$ cat src/rtl/gpx_pkg.sv
package gpx_pkg;
  localparam logic [7:0] FN_DIR   = 8'd0;
  localparam logic [7:0] FN_LEVEL = 8'd1;
  localparam logic [7:0] FN_IEN   = 8'd2;
  localparam logic [7:0] FN_STAT  = 8'd3;

  typedef enum logic [2:0] {
    S_IDLE, S_ADDR, S_OFFS, S_WDATA, S_ACK, S_RDATA, S_MACK
  } busState_t;

  typedef struct packed {
    logic       wrEn;
    logic       rdLoad;
    logic [7:0] addr;
    logic [7:0] wdata;
  } ctlStrobe_t;
endpackage

$ cat src/rtl/gpx_sync.sv
module gpx_sync #(
  parameter int   WIDTH   = 1,
  parameter logic RST_VAL = 1'b0
) (
  input  logic             clk,
  input  logic             rstN,
  input  logic [WIDTH-1:0] d,
  output logic [WIDTH-1:0] q
);
  logic [WIDTH-1:0] meta;

  always_ff @(posedge clk or negedge rstN) begin
    if (!rstN) begin
      meta <= {WIDTH{RST_VAL}};
      q    <= {WIDTH{RST_VAL}};
    end else begin
      meta <= d;
      q    <= meta;
    end
  end
endmodule

$ cat src/rtl/gpx_ctrl.sv
module gpx_ctrl
  import gpx_pkg::*;
#(
  parameter logic [6:0] DEV_ADDR = 7'h41
) (
  input  logic       clk,
  input  logic       rstN,
  input  logic       sclS,
  input  logic       sdaS,
  input  logic [7:0] rdByte,
  output ctlStrobe_t stb,
  output logic       sdaOe
);
  busState_t  state, nxtState;
  logic       sclPrev, sdaPrev, mAck;
  logic [3:0] bitCnt;
  logic [7:0] shReg, txReg, offReg;
  logic       sclRise, sclFall, startDet, stopDet, byteDone, loadNow;

  assign sclRise  = sclS & ~sclPrev;
  assign sclFall  = ~sclS & sclPrev;
  assign startDet = sclS & sclPrev & sdaPrev & ~sdaS;
  assign stopDet  = sclS & sclPrev & ~sdaPrev & sdaS;
  assign byteDone = sclFall && (bitCnt == 4'd8);
  assign loadNow  = sclFall && (((state == S_ACK) && (nxtState == S_RDATA)) ||
                                ((state == S_MACK) && mAck));

  always_comb begin
    stb.addr   = offReg;
    stb.wdata  = shReg;
    stb.wrEn   = (state == S_WDATA) && byteDone;
    stb.rdLoad = loadNow;
  end

  always_ff @(posedge clk or negedge rstN) begin
    if (!rstN) begin
      state    <= S_IDLE;
      nxtState <= S_IDLE;
      sclPrev  <= 1'b1;
      sdaPrev  <= 1'b1;
      mAck     <= 1'b0;
      bitCnt   <= '0;
      shReg    <= '0;
      txReg    <= '0;
      offReg   <= '0;
      sdaOe    <= 1'b0;
    end else begin
      sclPrev <= sclS;
      sdaPrev <= sdaS;
      if (startDet) begin
        state  <= S_ADDR;
        bitCnt <= '0;
        sdaOe  <= 1'b0;
      end else if (stopDet) begin
        state <= S_IDLE;
        sdaOe <= 1'b0;
      end else if (loadNow) begin
        txReg  <= rdByte;
        sdaOe  <= ~rdByte[7];
        bitCnt <= 4'd1;
        offReg <= offReg + 8'd1;
        state  <= S_RDATA;
      end else begin
        case (state)
          S_ADDR, S_OFFS, S_WDATA: begin
            if (sclRise && (bitCnt < 4'd8)) begin
              shReg  <= {shReg[6:0], sdaS};
              bitCnt <= bitCnt + 4'd1;
            end else if (byteDone) begin
              bitCnt <= '0;
              if (state == S_ADDR) begin
                if (shReg[7:1] == DEV_ADDR) begin
                  sdaOe    <= 1'b1;
                  state    <= S_ACK;
                  nxtState <= shReg[0] ? S_RDATA : S_OFFS;
                end else begin
                  state <= S_IDLE;
                end
              end else begin
                sdaOe    <= 1'b1;
                state    <= S_ACK;
                nxtState <= S_WDATA;
                offReg   <= (state == S_OFFS) ? shReg : offReg + 8'd1;
              end
            end
          end
          S_ACK: begin
            if (sclFall) begin
              sdaOe <= 1'b0;
              state <= nxtState;
            end
          end
          S_RDATA: begin
            if (sclFall) begin
              if (bitCnt == 4'd8) begin
                sdaOe <= 1'b0;
                state <= S_MACK;
              end else begin
                sdaOe  <= ~txReg[6];
                txReg  <= {txReg[6:0], 1'b0};
                bitCnt <= bitCnt + 4'd1;
              end
            end
          end
          S_MACK: begin
            if (sclRise) mAck <= ~sdaS;
            else if (sclFall) state <= S_IDLE;
          end
          default: ;
        endcase
      end
    end
  end

  // SDA drive only moves after SCL was seen low
  assert_sda_scl_low_R11: assert property (@(posedge clk) disable iff (!rstN)
    !$stable(sdaOe) |-> !$past(sclS));

  // SDA is only driven during an acknowledge or a read data byte
  assert_sda_owner_R11: assert property (@(posedge clk) disable iff (!rstN)
    sdaOe |-> (state == S_ACK || state == S_RDATA));
endmodule

$ cat src/rtl/gpx_datapath.sv
module gpx_datapath
  import gpx_pkg::*;
#(
  parameter int NUM_PINS = 16
) (
  input  logic                clk,
  input  logic                rstN,
  input  ctlStrobe_t          stb,
  input  logic [NUM_PINS-1:0] pinSync,
  output logic [7:0]          rdByte,
  output logic [NUM_PINS-1:0] pinOut,
  output logic [NUM_PINS-1:0] pinOe,
  output logic                irqOut
);
  localparam int BYTES = NUM_PINS / 8;
  localparam int SHIFT = $clog2(NUM_PINS) - 3;

  logic [NUM_PINS-1:0] dirReg, outReg, ieReg, statReg, pinPrev, chg, rdFlat;
  logic [1:0]          armCnt;
  logic [7:0]          fnSel, byteSel;

  assign fnSel   = stb.addr >> SHIFT;
  assign byteSel = stb.addr & 8'(BYTES - 1);
  assign chg     = (armCnt == 2'd3) ? (pinSync ^ pinPrev) : '0;

  always_ff @(posedge clk or negedge rstN) begin
    if (!rstN) begin
      armCnt  <= '0;
      pinPrev <= '0;
      irqOut  <= 1'b0;
    end else begin
      if (armCnt != 2'd3) armCnt <= armCnt + 2'd1;
      pinPrev <= pinSync;
      irqOut  <= |(statReg & ieReg);
    end
  end

  for (genvar b = 0; b < BYTES; b++) begin : g_byte
    logic [7:0] dirB, outB, ieB, statB, rdB;
    logic       hit;
    assign hit = (byteSel == 8'(b));

    always_ff @(posedge clk or negedge rstN) begin
      if (!rstN) begin
        dirB  <= '0;
        outB  <= '0;
        ieB   <= '0;
        statB <= '0;
      end else begin
        if (stb.wrEn && hit) begin
          case (fnSel)
            FN_DIR:   dirB <= stb.wdata;
            FN_LEVEL: outB <= stb.wdata;
            FN_IEN:   ieB  <= stb.wdata;
            default:  ;
          endcase
        end
        if (stb.rdLoad && hit && (fnSel == FN_STAT))
          statB <= chg[b*8 +: 8];
        else
          statB <= statB | chg[b*8 +: 8];
      end
    end

    always_comb begin
      rdB = '0;
      if (hit) begin
        case (fnSel)
          FN_DIR:   rdB = dirB;
          FN_LEVEL: rdB = pinSync[b*8 +: 8];
          FN_IEN:   rdB = ieB;
          FN_STAT:  rdB = statB;
          default:  rdB = '0;
        endcase
      end
    end

    assign dirReg[b*8 +: 8]  = dirB;
    assign outReg[b*8 +: 8]  = outB;
    assign ieReg[b*8 +: 8]   = ieB;
    assign statReg[b*8 +: 8] = statB;
    assign rdFlat[b*8 +: 8]  = rdB;
  end

  always_comb begin
    rdByte = '0;
    for (int b = 0; b < BYTES; b++) rdByte = rdByte | rdFlat[b*8 +: 8];
  end

  assign pinOut = outReg;
  assign pinOe  = dirReg;

  // request needs an enable that was set
  assert_irq_needs_enable_R8: assert property (@(posedge clk) disable iff (!rstN)
    irqOut |-> |$past(ieReg));

  // direction only moves on a write strobe
  assert_dir_on_write_R4: assert property (@(posedge clk) disable iff (!rstN)
    !$stable(dirReg) |-> $past(stb.wrEn));

  // enables only move on a write strobe
  assert_ien_on_write_R8: assert property (@(posedge clk) disable iff (!rstN)
    !$stable(ieReg) |-> $past(stb.wrEn));

  // a status bit can only drop on a read strobe
  assert_stat_clear_on_read_R7: assert property (@(posedge clk) disable iff (!rstN)
    (|($past(statReg) & ~statReg)) |-> $past(stb.rdLoad));
endmodule

$ cat src/rtl/gpio_expander_i2c.sv
module gpio_expander_i2c
  import gpx_pkg::*;
#(
  parameter int         NUM_PINS = 16,
  parameter logic [6:0] DEV_ADDR = 7'h41
) (
  input  logic                clk,
  input  logic                rstN,
  input  logic                sclIn,
  input  logic                sdaIn,
  output logic                sdaOe,
  input  logic [NUM_PINS-1:0] pinIn,
  output logic [NUM_PINS-1:0] pinOut,
  output logic [NUM_PINS-1:0] pinOe,
  output logic                irqOut
);
  logic                sclS, sdaS;
  logic [NUM_PINS-1:0] pinSync;
  logic [7:0]          rdByte;
  ctlStrobe_t          stb;

  gpx_sync #(.WIDTH(2), .RST_VAL(1'b1)) i_busSync (
    .clk(clk), .rstN(rstN), .d({sclIn, sdaIn}), .q({sclS, sdaS})
  );

  gpx_sync #(.WIDTH(NUM_PINS), .RST_VAL(1'b0)) i_pinSync (
    .clk(clk), .rstN(rstN), .d(pinIn), .q(pinSync)
  );

  gpx_ctrl #(.DEV_ADDR(DEV_ADDR)) i_ctrl (
    .clk(clk), .rstN(rstN), .sclS(sclS), .sdaS(sdaS),
    .rdByte(rdByte), .stb(stb), .sdaOe(sdaOe)
  );

  gpx_datapath #(.NUM_PINS(NUM_PINS)) i_datapath (
    .clk(clk), .rstN(rstN), .stb(stb), .pinSync(pinSync),
    .rdByte(rdByte), .pinOut(pinOut), .pinOe(pinOe), .irqOut(irqOut)
  );
endmodule

$ cat config.mk
export PLATFORM = sky130hd
export DESIGN_NAME = gpio_expander_i2c
export DESIGN_NICKNAME = d
export VERILOG_FILES = /design/src/rtl/gpx_pkg.sv /design/src/rtl/gpx_sync.sv /design/src/rtl/gpx_ctrl.sv /design/src/rtl/gpx_datapath.sv /design/src/rtl/gpio_expander_i2c.sv
export SDC_FILE = /design/constraint.sdc
export NUM_CORES = 1
export LEC_CHECK = 0
export ABC_AREA = 0
export ABC_CLOCK_PERIOD_IN_PS = 3800
export BUFFER_PORTS_ARGS = -buffer_cell sky130_fd_sc_hd__buf_2
export CORE_MARGIN = 2
export CORE_UTILIZATION = 59
export CTS_CLUSTER_DIAMETER = 200
export DETAILED_ROUTE_END_ITERATION = 8
export GPL_ROUTABILITY_DRIVEN = 0
export PLACE_DENSITY = 0.82
export SLEW_MARGIN = 20
export SYNTH_ARGS = -nofsm -noshare
export SYNTH_HDL_FRONTEND = slang
export SYNTH_SLANG_ARGS = --single-unit
$ cat constraint.sdc
create_clock -name clk -period 3.8 [get_ports clk]
set_input_delay 0.19 -clock clk [delete_from_list [all_inputs] [get_ports clk]]
set_output_delay 0.19 -clock clk [all_outputs]
set_load 0.02 [all_outputs]
==> results of run 1 <==
-- per-stage QoR --
| stage | hold slack [ps] | setup WS (ps) | instances |
|---|---|---|---|
| floorplan | -106 | 1140 | 489 |
| global placement | 276 | 953 | 660 |
| detailed placement | 285 | 876 | 660 |
| CTS | 351 | 842 | 711 |
| global route | 353 | 768 | 711 |
| finish | 349 | 814 | 711 |
-- power by group through the flow --
stage,logic (W),clock network (W),registers [W]
floorplan,0.000282,0,0.00180
global placement,0.000322,0,0.00186
detailed placement,0.000342,0,0.00187
CTS,0.000361,0.00157,0.00184
global route,0.000408,0.00165,0.00185
finish,0.000368,0.00156,0.00185
-- final cells by class --
| cell class | instances | area (um2) | area share, % |
|---|---|---|---|
| Clock inverter | 14 | 114 | 1.47 |
| Tap cell | 140 | 175 | 2.26 |
| Timing Repair Buffer | 77 | 499 | 6.45 |
| Inverter | 9 | 33.8 | 0.436 |
| Multi-Input combinational cell | 297 | 2580 | 33.3 |
| Sequential cell | 156 | 3910 | 50.5 |
| Clock buffer | 18 | 429 | 5.54 |
-- flip-flops by register name, summed over array words and instances (netlist names), 3 cells and up --
name and cells:
i_ctrl.bitCnt 4, i_ctrl.nxtState 3, i_ctrl.offReg 8, i_ctrl.shReg 8, i_ctrl.state 3, i_ctrl.txReg 7
i_datapath.g_byte.dirB 16, i_datapath.g_byte.ieB 16, i_datapath.g_byte.outB 16, i_datapath.g_byte.statB 16, i_datapath.pinPrev 16, i_pinSync.meta 16
i_pinSync.q 16
-- per-layer routing --
layer  share of wire (%)  global-route usage [%]
met2                  49                    43.4
met4                 4.2                    15.2
met1                  40                    37.1
met5                   0                       0
met3                 6.7                    7.17
-- timing repair --
item | CTS | global route
gates resized for setup | 0 | 0
hold endpoints to repair | 96 | 0
hold buffers | 19 | 0
-- how the worst max path moves through the flow --
| stage | end | cells past startpoint |
|---|---|---|
| after global routing | i_datapath.g_byte[0].dirB[2] | 7 |
| after detailed placement | i_datapath.g_byte[0].dirB[6] | 7 |
| after floorplan | i_datapath.g_byte[0].dirB[0] | 7 |
| after global placement | i_datapath.g_byte[0].dirB[2] | 7 |
| final | i_datapath.g_byte[0].dirB[5] | 7 |
| after CTS | i_datapath.g_byte[0].dirB[4] | 7 |
-- cell families (layout without fill, tap and decap cells) --
family | after synthesis | count (layout) | synth area share, %
adders and majority gates | 4 | 4 | 0.753
xor gates and xnor gates | 18 | 18 | 2.37
muxes | 81 | 81 | 16.7
DFF | 156 | 156 | 58.9
AOI/OAI and AO/OA | 91 | 91 | 9.76
buffers and inverters | 36 | 118 | 2.28
and+or+nand+nor | 103 | 103 | 9.23
-- cell usage in the layout, fill, tap and decap left out, types with 5 or more instances in the layout --
cell type / n
sky130_fd_sc_hd__dfrtp_1: 150
sky130_fd_sc_hd__buf_2: 52
sky130_fd_sc_hd__mux2_2: 49
sky130_fd_sc_hd__nand3_1: 28
sky130_fd_sc_hd__a22o_1: 22
sky130_fd_sc_hd__dlygate4sd3_1: 19
sky130_fd_sc_hd__nand2_1: 18
sky130_fd_sc_hd__xor2_1: 17
sky130_fd_sc_hd__o21ai_0: 17
sky130_fd_sc_hd__clkbuf_16: 17
sky130_fd_sc_hd__mux4_2: 16
sky130_fd_sc_hd__nor2_1: 14
sky130_fd_sc_hd__a21oi_1: 14
sky130_fd_sc_hd__inv_1: 9
sky130_fd_sc_hd__mux2i_1: 8
sky130_fd_sc_hd__mux2_4: 8
sky130_fd_sc_hd__o211ai_1: 6
sky130_fd_sc_hd__dfstp_2: 6
sky130_fd_sc_hd__and3_1: 5
sky130_fd_sc_hd__buf_4: 5
==> run summary, run 1 <==
Counting instances in the post-synthesis netlist gives the leading cell types as sky130_fd_sc_hd__dfrtp_1, sky130_fd_sc_hd__mux2_2, sky130_fd_sc_hd__nand3_1. Across the run, the number of max-cap violations was 0. TritonCTS built the clock tree. Synthesis produced a netlist whose cell count is 489. Buffers placed on the I/O ports in this run total 53. Fraction of power spent switching nets: 27.6%. The measured slew at the worst slew-check pin works out to 804 ps. The flow ran to the end, and the final reports show no timing, DRC or antenna violations. The total leakage power was 3.63 nW. Synthesis produced a netlist with a net count of 513. The critical path's top delay family is simple AND/OR/NAND/NOR gates.

The register-to-register setup slack is 810 ps, and the via count is 4579. The logs give 86 for the largest net degree at the start of global routing and 0 for the number of remaining DRC errors. The count of routing violations after the opening detailed-route iteration was 378.

The region available for standard cell placement spans 10900 um2. The tools report the type of element launching the critical path as a register. The endpoint identified for the worst register-to-register timing path is i_datapath.g_byte[0].dirB[5]. The endpoint of the worst hold path was i_pinSync.q[12]. The signal on the critical path passes through inv_1 > ha_1 > nand3b_4 > or4b_4 > or4b_4 > or3_1 > mux2_4.

Overflow left after global routing: 0. The die is 110 um tall. The H-tree was split into 4 levels. Power spread over the standard cell area amounts to 488 nW/um2.

The largest single stage delay on the critical path is 570 ps. The share of total power dissipated in combinational logic is 9.7%. The clock network burns 41.4% of the power. The critical path class is register to register. The first TritonRoute pass finished after 5 iterations. The post-synthesis instance area is 6640 um2. The number of synthesized flops with an enable pin is 0. The kind of end point of the critical path was a register.

The routed wire length per instance was 21.8 um; the site row count was 38. Per report_power, the sequential group accounts for 48.9% of the total. The tools report the reg-to-reg critical path startpoint as i_ctrl.bitCnt[0]. The filler cells instantiated in the layout total 747. The start point of the critical path was i_ctrl.bitCnt[0]. The area of the die was 12100 um2.

The count of nets left with antenna violations once routing finished came out at 0. The sequential fraction of the synthesis area is 58.9%. In the final design database the tool counted 582 nets. The largest total area in the synthesized netlist belongs to sky130_fd_sc_hd__dfrtp_1.

The tools report the number of hold-slack violations in the final timing report as 0. Proportion of register bits with asynchronous set or reset after synthesis: 100%. The hold path startpoint is i_pinSync.meta[12]. Setup violations remaining at the end of the flow were counted as 0. For this run, the share of the core covered by cells in the final layout is 70.8%. The cell count of the worst hold path is 0.

For the number of antenna violations at the first check in global routing, the log shows 0. Internal power comes to 0.00273 W. The maximum fanout along the worst path was 8; the share of the clock period used by the worst path after layout was 78.6%. Setup repair after global routing left no endpoint under its margin. The number of global-route vias before repair is 4705, and the setup skew after layout is 5.96 ps.

Once layout is done, the placed cells without fillers occupy 7740 um2. The completed layout was analyzed and its total power is 0.00378 W. Global-route wire length before repair: 25000 um. The area fraction of the dominant cell type after synthesis works out to 56.5%. The peak clock frequency supported by timing was 335 MHz. The mean instance size in the synthesized netlist is 13.6 um2, and the required arrival time at the worst endpoint is 4110 ps. The wire length reported by the detailed router came out at 15500 um. Once the floorplan was initialized, standard cells occupied 60.8% of the core. The number of setup buffers added after CTS is 0.

Cells with a size suffix above 1 make up 31.2% of the layout. The worst path in the final design needs a cycle of 2990 ps, including I/O delays and setup. The via-per-instance ratio works out to 6.44. Ranked by total cell area, the synthesized netlist is headed by sky130_fd_sc_hd__dfrtp_1, sky130_fd_sc_hd__mux2_2, sky130_fd_sc_hd__mux4_2. The clock reaches the later pin of the worst-skew pair after 430 ps. The final count of pins violating max slew was 0; the number of distinct library cells after synthesis was 59. The die is 110 um wide. The post-synthesis sequential element count is 156, and the clock net sink count is 156. The number of antenna repair diodes was 0; the number of buffers added by the clock tree synthesis step was 17. Clock-pin slew was measured on the worst setup and hold paths at 60 ps. Counting along the longest clock path gives a buffer depth of 2. In this run the cell area measured after placement is 7010 um2. STA puts the critical path data arrival time at 3300 ps. The most frequently used cell type in the post-synthesis netlist was sky130_fd_sc_hd__dfrtp_1. For this run, the total global-route usage over all layers was measured as 28.2%. Compared with the post-synthesis result, the final layout area differs by 16.6%. Summed over all failing endpoints, the final setup total negative slack is 0 ps.

The most numerous cell type found on the critical path is sky130_fd_sc_hd__or4b_4. Headroom to the max-slew limit came out at 46.4%. For the worst flop-to-flop path, the logic depth is 7.

The slowest stage of the critical path belongs to the cell sky130_fd_sc_hd__or3_1. The placed wire-length estimate is 9770 um. The flip-flop cell with the highest count after synthesis was sky130_fd_sc_hd__dfrtp_1.

In this run the clock root is driven by a sky130_fd_sc_hd__clkbuf_16. For the total of warnings raised by yosys, the log shows 0. The number of buffer and inverter stages on the critical path was 1; the peak supply drop was 421 uV. The total net switching power is 0.00104 W, and the number of I/O pins is 54.

In this run the worst hold path is classified as register to register.
(Power assumes the default switching activity.)
==> inputs of run 2 (changes only) <==
--- a/config.mk
+++ b/config.mk
@@ -6,7 +6,7 @@
 export NUM_CORES = 1
 export LEC_CHECK = 0
 export ABC_AREA = 0
-export ABC_CLOCK_PERIOD_IN_PS = 3800
+export ABC_CLOCK_PERIOD_IN_PS = 3100
 export BUFFER_PORTS_ARGS = -buffer_cell sky130_fd_sc_hd__buf_2
 export CORE_MARGIN = 2
 export CORE_UTILIZATION = 59
==> constraint.sdc (replaced) <==
create_clock -name clk -period 3.1 [get_ports clk]
set_input_delay 0.155 -clock clk [delete_from_list [all_inputs] [get_ports clk]]
set_output_delay 0.155 -clock clk [all_outputs]
set_load 0.02 [all_outputs]
==> run 2 against run 1 <==
  * Fmax down 0.58%
  * Highest routed layer unchanged
  * Non-clock buffer count up 2
  * Global-route usage down 1.5 points
  * Critical endpoint is now i_datapath.g_byte[0].dirB[0]
  * Cell area up 0.53%
  * Via count down 1.6%
  * Wire length down 4.8%
  * Total power up 24%
  * Flip-flop and latch count unchanged
  * Sequential share of layout area down 0.27 points
==> run summary, run 2 (synthesized netlist as in run 1, its figures left out) <==
The run finished with clean final reports. The logs give 4507 (-4.2%) for the number of global-route vias before repair and 156 (unchanged) for the clock net sink count. The number of antenna violations at the first check in global routing was 0 (unchanged).

The most common library cell in the layout ignoring fill and taps was sky130_fd_sc_hd__dfrtp_1. Pre-CTS setup slack: 165 ps (-711 ps). The peak clock frequency supported by timing is 333 MHz (-0.58%), and the fraction of power spent switching nets is 25.4% (-2.2 points). The endpoint arrival time on the critical path is 3300 ps (about the same). Reg-to-reg critical path startpoint: i_ctrl.bitCnt[0].

The tools report the number of buffers added by the clock tree synthesis step as 17 (unchanged). The number of antenna repair diodes was 0 (unchanged). The via-per-instance ratio is 6.33 (-1.7%). The number of port buffers works out to 53 (unchanged). The internal power contribution came out at 0.00350 W (+28%). The number of remaining DRC errors came out at 0 (unchanged). The ratio of cells with drive above 1 in the final layout is 30.9% (-0.23 points), and the length of the first detailed-routing pass in iterations is 6 (+1). The tools report the wire length reported by the detailed router as 14700 um (-4.8%). For the global-route wire length before repair, the log shows 23800 um (-4.7%). The logs give 4 (unchanged) for the H-tree depth reported by CTS and 0 (unchanged) for the number of violations of the max-capacitance limit. Type of element launching the critical path: a register. The largest net degree at the start of global routing was 82 (-4.7%).

For the final count of pins violating max slew, the log shows 0 (unchanged). The maximum fanout along the worst path is 8 (unchanged), and the number of hold-slack violations in the final timing report is 0 (unchanged). The critical path class is register to register. The register-to-register setup slack is 100 ps (-720 ps). The CTS clock-pin slew for the worst setup and hold paths is 60 ps (about the same). Clock tree synthesis selected as its root buffer the cell sky130_fd_sc_hd__clkbuf_16. Setup repair after global routing left no endpoint under its margin. For the number of placed instances, taps included, the log shows 662 (+0.30%). TritonCTS built the clock tree.

The run gives 2 (unchanged) as the maximum clock path buffer count. The total leakage power came out at 3.66 nW (+0.95%). The routed wire length per instance was 20.7 um (-5.0%); the final worst-path setup slack was 97.1 ps (-717 ps).

The tools report the area of the die as 12100 um2 (unchanged). The ratio of total power to cell area works out to 602 nW/um2 (+24%). Share of the clock period used by the worst path after layout: 96.9% (+18 points). The time the final worst path needs with I/O delays and setup was 3000 ps (+17.4 ps); the number of routed nets with antenna violations was 0 (unchanged). The run gives 346 ps (-2.67 ps) as the final-layout worst hold slack. The tools report the reg-to-reg critical path endpoint as i_datapath.g_byte[0].dirB[0].

The site row count came out at 38 (unchanged). For the required arrival time at the worst endpoint, the log shows 3400 ps (-710 ps). The final-layout setup total negative slack came out at 0 ps (unchanged).

The global-route usage over all layers came out at 26.7% (-1.5 points). The count of routing violations after the opening detailed-route iteration is 374 (-1.1%). The measured slew at the worst slew-check pin works out to 814 ps (+9.79 ps).

Compared with the post-synthesis result, the final layout area differs by 17.2%. The class of the tightest hold or removal check is input port to asynchronous set/reset pin. The via count is 4507 (-1.6%), and the horizontal die dimension is 110 um (unchanged). The peak supply drop came out at 483 uV (+15%).

The count of placed standard cells in the final layout, fillers left out was 712 (+0.14%). The total net switching power is 0.00119 W (+14%). STA classifies the critical path endpoint as a register. The overflow left after global routing was 0 (unchanged); the part of the power in registers was 47.8% (-1.1 points). For the final layout net count, the log shows 584 (+0.34%).

For the relative max-transition margin, the log shows 45.8% (-0.65 points). The final setup violation count came out at 0 (unchanged). In the layout the commonest cells are sky130_fd_sc_hd__dfrtp_1, sky130_fd_sc_hd__buf_2, sky130_fd_sc_hd__mux2_2. The total core area was 10900 um2 (unchanged); the starting density of the core was 60.8% (unchanged). The fraction of power consumed by the clock network came out at 41.9% (+0.5 points). The number of instances resized during post-cts repair came out at 0 (unchanged). The number of I/O pins was 54 (unchanged). The setup skew after layout was 5.95 ps (-0.00877 ps); the later-pin clock latency in the skew report was 420 ps (about the same). The logs give 9500 um (-2.8%) for the placed wire-length estimate and 10.2% (+0.5 points) for the part of the power in combinational logic.

The number of cells traversed by the worst register-to-register path came out at 7 (unchanged). The chip height was 110 um (unchanged).
run 2: cell types whose count changed in the layout (fill, tap and decap cells not counted):
cell,before,now
sky130_fd_sc_hd__bufinv_16,0,2
sky130_fd_sc_hd__clkinvlp_4,4,0
sky130_fd_sc_hd__buf_12,0,1
sky130_fd_sc_hd__inv_6,3,2
sky130_fd_sc_hd__buf_4,5,6
sky130_fd_sc_hd__clkbuf_1,1,3
sky130_fd_sc_hd__inv_8,3,0
sky130_fd_sc_hd__clkinv_4,1,2
sky130_fd_sc_hd__clkinv_2,3,5
run 2: worst max path at each step:
stage	slack (ps)	cells past startpoint	endpoint	startpoint
after CTS	110	7	i_datapath.g_byte[0].dirB[0]	i_ctrl.bitCnt[0]
after detailed placement	170	7	i_datapath.g_byte[0].dirB[2]	i_ctrl.bitCnt[0]
after global placement	250	7	i_datapath.g_byte[0].dirB[2]	i_ctrl.bitCnt[0]
final	100	7	i_datapath.g_byte[0].dirB[0]	i_ctrl.bitCnt[0]
after global routing	20	7	i_datapath.g_byte[0].dirB[0]	i_ctrl.bitCnt[0]
after floorplan	440	7	i_datapath.g_byte[0].dirB[0]	i_ctrl.sclPrev
run 2: metrics by stage:
stage / total power [W] / util [%] / instance area, um2
floorplan: 0.00255 / - / 6640
global placement: 0.00269 / 64.4 / 7040
detailed placement: 0.00272 / 64.4 / 7040
CTS: 0.00472 / 71.2 / 7780
global route: 0.00488 / 71.2 / 7780
finish: 0.00469 / 71.2 / 7780
run 2: power groups by stage:
| stage | Clock, W | Combinational (W) | Sequential, W |
|---|---|---|---|
| 2_1_floorplan | 0 | 0.000346 | 0.00220 |
| 3_3_place_gp | 0 | 0.000424 | 0.00227 |
| 3_5_place_dp | 0 | 0.000448 | 0.00227 |
| 4_1_cts | 0.00199 | 0.000480 | 0.00224 |
| 5_1_grt | 0.00209 | 0.000531 | 0.00226 |
| 6_report | 0.00197 | 0.000480 | 0.00224 |
run 2: routing by layer:
layer | part of all wire, % | up-vias | global-route usage (%) | wire [um]
met3 | 6.6 | 43 | 7.35 | 968
met1 | 42 | 2315 | 36.0 | 6190
met4 | 3.5 | 0 | 12.9 | 512
met5 | 0 | - | 0 | 0
met2 | 48 | 179 | 40.5 | 7070
li1 | - | 1970 | - | -
run 2: repair_timing:
action / 4_1_cts / 5_1_grt
hold buffers: 19 / 0
buffers inserted: 0 / 0
hold endpoints to repair: 95 / 0
run 2: area by class of cell:
class / instances / area (um2)
sequential: 156 / 3910
fill: 748 / 3150
multi-input combinational: 297 / 2580
timing repair buffer: 79 / 527
clock buffer: 20 / 437
tap: 140 / 175
clock inverter: 11 / 120
inverter: 9 / 33.8
run 2: critical path: stages (launching register included):
cell	delay (ps)
sky130_fd_sc_hd__dfrtp_1	420
sky130_fd_sc_hd__inv_1	90
sky130_fd_sc_hd__ha_1	230
sky130_fd_sc_hd__nand3b_4	140
sky130_fd_sc_hd__or4b_4	530
sky130_fd_sc_hd__or4b_4	520
sky130_fd_sc_hd__or3_1	560
sky130_fd_sc_hd__mux2_4	390
==> inputs of run 3 (changes only) <==
--- a/config.mk
+++ b/config.mk
@@ -13,6 +13,7 @@
 export CTS_CLUSTER_DIAMETER = 200
 export DETAILED_ROUTE_END_ITERATION = 8
 export GPL_ROUTABILITY_DRIVEN = 0
+export MAX_ROUTING_LAYER = met4
 export PLACE_DENSITY = 0.82
 export SLEW_MARGIN = 20
 export SYNTH_ARGS = -nofsm -noshare
==> run 3 against run 2 <==
  * Combinational power barely moved
  * Total power barely moved
  * Largest power group unchanged
  * Setup slack got worse by 9.6 ps
  * Critical path depth did not move
  * Sequential share of layout area did not move
  * Largest cell class unchanged
  * Critical path type unchanged
==> run summary, run 3 (synthesized netlist as in run 1, its figures left out) <==
The relative area change from synthesis to final layout is 17.2% (unchanged). In this run the worst setup path begins at i_ctrl.bitCnt[0]. The H-tree depth reported by CTS came out at 4 (unchanged). For the number of buffers added to fix hold violations after cts, the log shows 19 (unchanged). The endpoint identified for the worst register-to-register timing path is i_datapath.g_byte[0].dirB[0]. Number of port buffers: 53 (unchanged). The total leakage power came out at 3.66 nW (unchanged).

The run gives 3400 ps (about the same) as the required arrival time at the worst endpoint. The later-pin clock latency in the skew report was 420 ps (about the same); the share of the clock period used by the worst path after layout was 97.2% (+0.31 points). TritonCTS built the clock tree. For the overflow left after global routing, the log shows 0 (unchanged). For the endpoint arrival time on the critical path, the log shows 3310 ps (about the same). Final layout net count: 584 (unchanged). The run gives 82 (unchanged) as the largest net degree at the start of global routing. Number of routed nets with antenna violations: 0 (unchanged). The critical path class was register to register. The logs give 332 MHz (-0.32%) for the peak clock frequency supported by timing and 0 (unchanged) for the number of instances resized during post-cts repair. Number of I/O pins: 54 (unchanged). The clock net sink count is 156 (unchanged). The final-layout setup total negative slack was 0 ps (unchanged); the number of buffers inserted to repair setup after CTS was 0 (unchanged). The time the final worst path needs with I/O delays and setup is 3010 ps (+9.60 ps). The area of the die was 12100 um2 (unchanged). The most common library cell in the layout ignoring fill and taps was sky130_fd_sc_hd__dfrtp_1. The tools report the root cell of the clock tree as sky130_fd_sc_hd__clkbuf_16. The measured slew at the worst slew-check pin was 809 ps (-4.54 ps); the number of cells traversed by the worst register-to-register path was 7 (unchanged). The wire length reported by the detailed router is 14700 um (-0.22%).

The top cell types in the final layout, fill and taps aside, are sky130_fd_sc_hd__dfrtp_1, sky130_fd_sc_hd__buf_2, sky130_fd_sc_hd__mux2_2. The logs give 0.00350 W (about the same) for the internal power contribution and 10900 um2 (unchanged) for the total core area. In this run the worst hold path is classified as input port to asynchronous set/reset pin.

The routed wire length per instance was 20.7 um (-0.22%); the number of antenna repair diodes was 0 (unchanged). The slowest stage of the critical path is the sky130_fd_sc_hd__or3_1 cell. Placed wire-length estimate: 9500 um (unchanged). The maximum fanout along the worst path is 8 (unchanged), and the worst stage delay on the critical path is 570 ps (about the same). The via count is 4487 (-0.44%). The number of placed instances, taps included is 662 (unchanged), and the chip height is 110 um (unchanged). The tools report the global-route usage over all layers as 27.6% (+0.86 points). The run gives 17 (unchanged) as the number of buffers added by the clock tree synthesis step. The core utilization of the finished layout is 71.2% (unchanged). The logs give 60.8% (unchanged) for the starting density of the core and 4505 (-0.044%) for the number of global-route vias before repair. The via-per-instance ratio was 6.30 (-0.44%).

The part of the power in registers is 47.8% (about the same). For the count of routing violations after the opening detailed-route iteration, the log shows 427 (+14%). The final setup violation count was 0 (unchanged); the number of remaining DRC errors was 0 (unchanged). The cell that appears most often on the critical path is sky130_fd_sc_hd__or4b_4.

The count of placed standard cells in the final layout, fillers left out came out at 712 (unchanged). Walking the worst path, the cells encountered are inv_1 > ha_1 > nand3b_4 > or4b_4 > or4b_4 > or3_1 > mux2_4. The number of antenna violations at the first check in global routing is 0 (unchanged), and the number of hold-slack violations in the final timing report is 0 (unchanged).

The number of violations of the max-capacitance limit was 0 (unchanged); the final count of pins violating max slew was 0 (unchanged). The tools report the site row count as 38 (unchanged). The tools report the relative max-transition margin as 46.1% (+0.30 points).

The instance count on the critical path works out to 7 (unchanged). The overall power consumption is 0.00469 W (about the same), and the register-to-register setup slack is 90 ps (about the same). Grouping stages by cell kind, the critical path spends the most delay in simple AND/OR/NAND/NOR gates. The number of buffer and inverter stages on the critical path was 1 (unchanged); the ratio of total power to cell area was 603 nW/um2 (about the same). The ratio of cells with drive above 1 in the final layout is 30.9% (unchanged). The most critical setup path has its endpoint at i_datapath.g_byte[0].dirB[0]. The part of the power in combinational logic came out at 10.2% (about the same). The logs give 8.94 ps (+2.99 ps) for the setup skew after layout and 5 (-1) for the length of the first detailed-routing pass in iterations.

The reg-to-reg critical path startpoint is i_ctrl.bitCnt[0]. The tools report the kind of end point of the critical path as a register. For the peak supply drop, the log shows 483 uV (about the same). The worst setup path is launched from a register. For the total net switching power, the log shows 0.00119 W (+0.15%).

The global-route wire length before repair is 23800 um (+0.17%), and the horizontal die dimension is 110 um (unchanged). Setup repair after global routing left no endpoint under its margin. Maximum clock path buffer count: 2 (unchanged). The flow ran to the end, and the final reports show no timing, DRC or antenna violations. Fraction of power spent switching nets: 25.4% (+0.027 points). Fraction of power consumed by the clock network: 42.0% (about the same).

The CTS clock-pin slew for the worst setup and hold paths came out at 60 ps (about the same).
run 3: cell counts in the layout (fill, tap and decap cells not counted):
Identical to the previous run, type by type.
run 3: routing by layer:
metal | vias to the layer above | GRT usage [%] | part of all wire (%)
li1 | 1967 | - | -
met1 | 2281 | 36.4 | 42
met2 | 198 | 40.4 | 48
met3 | 41 | 7.29 | 6.5
met4 | 0 | 12.9 | 3.5
met5 | - | - | 0
run 3: final cells by class:
| class | count | area (um2) |
|---|---|---|
| Fill cell | 748 | 3150 |
| Tap cell | 140 | 175 |
| Inverter | 9 | 33.8 |
| Timing Repair Buffer | 79 | 527 |
| Clock buffer | 20 | 437 |
| Multi-Input combinational cell | 297 | 2580 |
| Clock inverter | 11 | 120 |
| Sequential cell | 156 | 3910 |
run 3: how the worst min path moves through the flow:
| stage | start | to | slack (ps) | cells after the start |
|---|---|---|---|---|
| final | rstN | i_ctrl.bitCnt[0] | 330 | 2 |
| after detailed placement | rstN | i_ctrl.bitCnt[3] | 250 | 1 |
| after global placement | rstN | i_ctrl.bitCnt[3] | 240 | 1 |
| after global routing | i_pinSync.meta[13] | i_pinSync.q[13] | 350 | 0 |
| after floorplan | rstN | i_ctrl.bitCnt[0] | -140 | 0 |
| after CTS | i_pinSync.meta[10] | i_pinSync.q[10] | 350 | 0 |
run 3: worst register-to-register path: cells and delay by family, from the launching register on:
| family | cells | cell delay [ps] |
|---|---|---|
| buffers and inverters | 1 | 90 |
| adder cells (fa/ha/maj) | 1 | 230 |
| multiplexers | 1 | 390 |
| AND/OR/NAND/NOR | 4 | 1760 |
| flip-flops | 1 | 420 |
run 3: stage by stage:
step | hold WS (ps) | setup slack, ps | cell area, um2
after floorplan | -141 | 445 | 6640
after global placement | 238 | 255 | 7040
after detailed placement | 246 | 165 | 7040
after CTS | 349 | 114 | 7780
after global routing | 355 | 24.9 | 7780
final | 333 | 87.5 | 7780
run 3: power by group through the flow:
stage | Sequential (W) | Combinational, W | Clock (W)
finish | 0.00224 | 0.000481 | 0.00197
global placement | 0.00227 | 0.000424 | 0
global route | 0.00226 | 0.000532 | 0.00209
floorplan | 0.00220 | 0.000346 | 0
CTS | 0.00224 | 0.000480 | 0.00199
detailed placement | 0.00227 | 0.000448 | 0
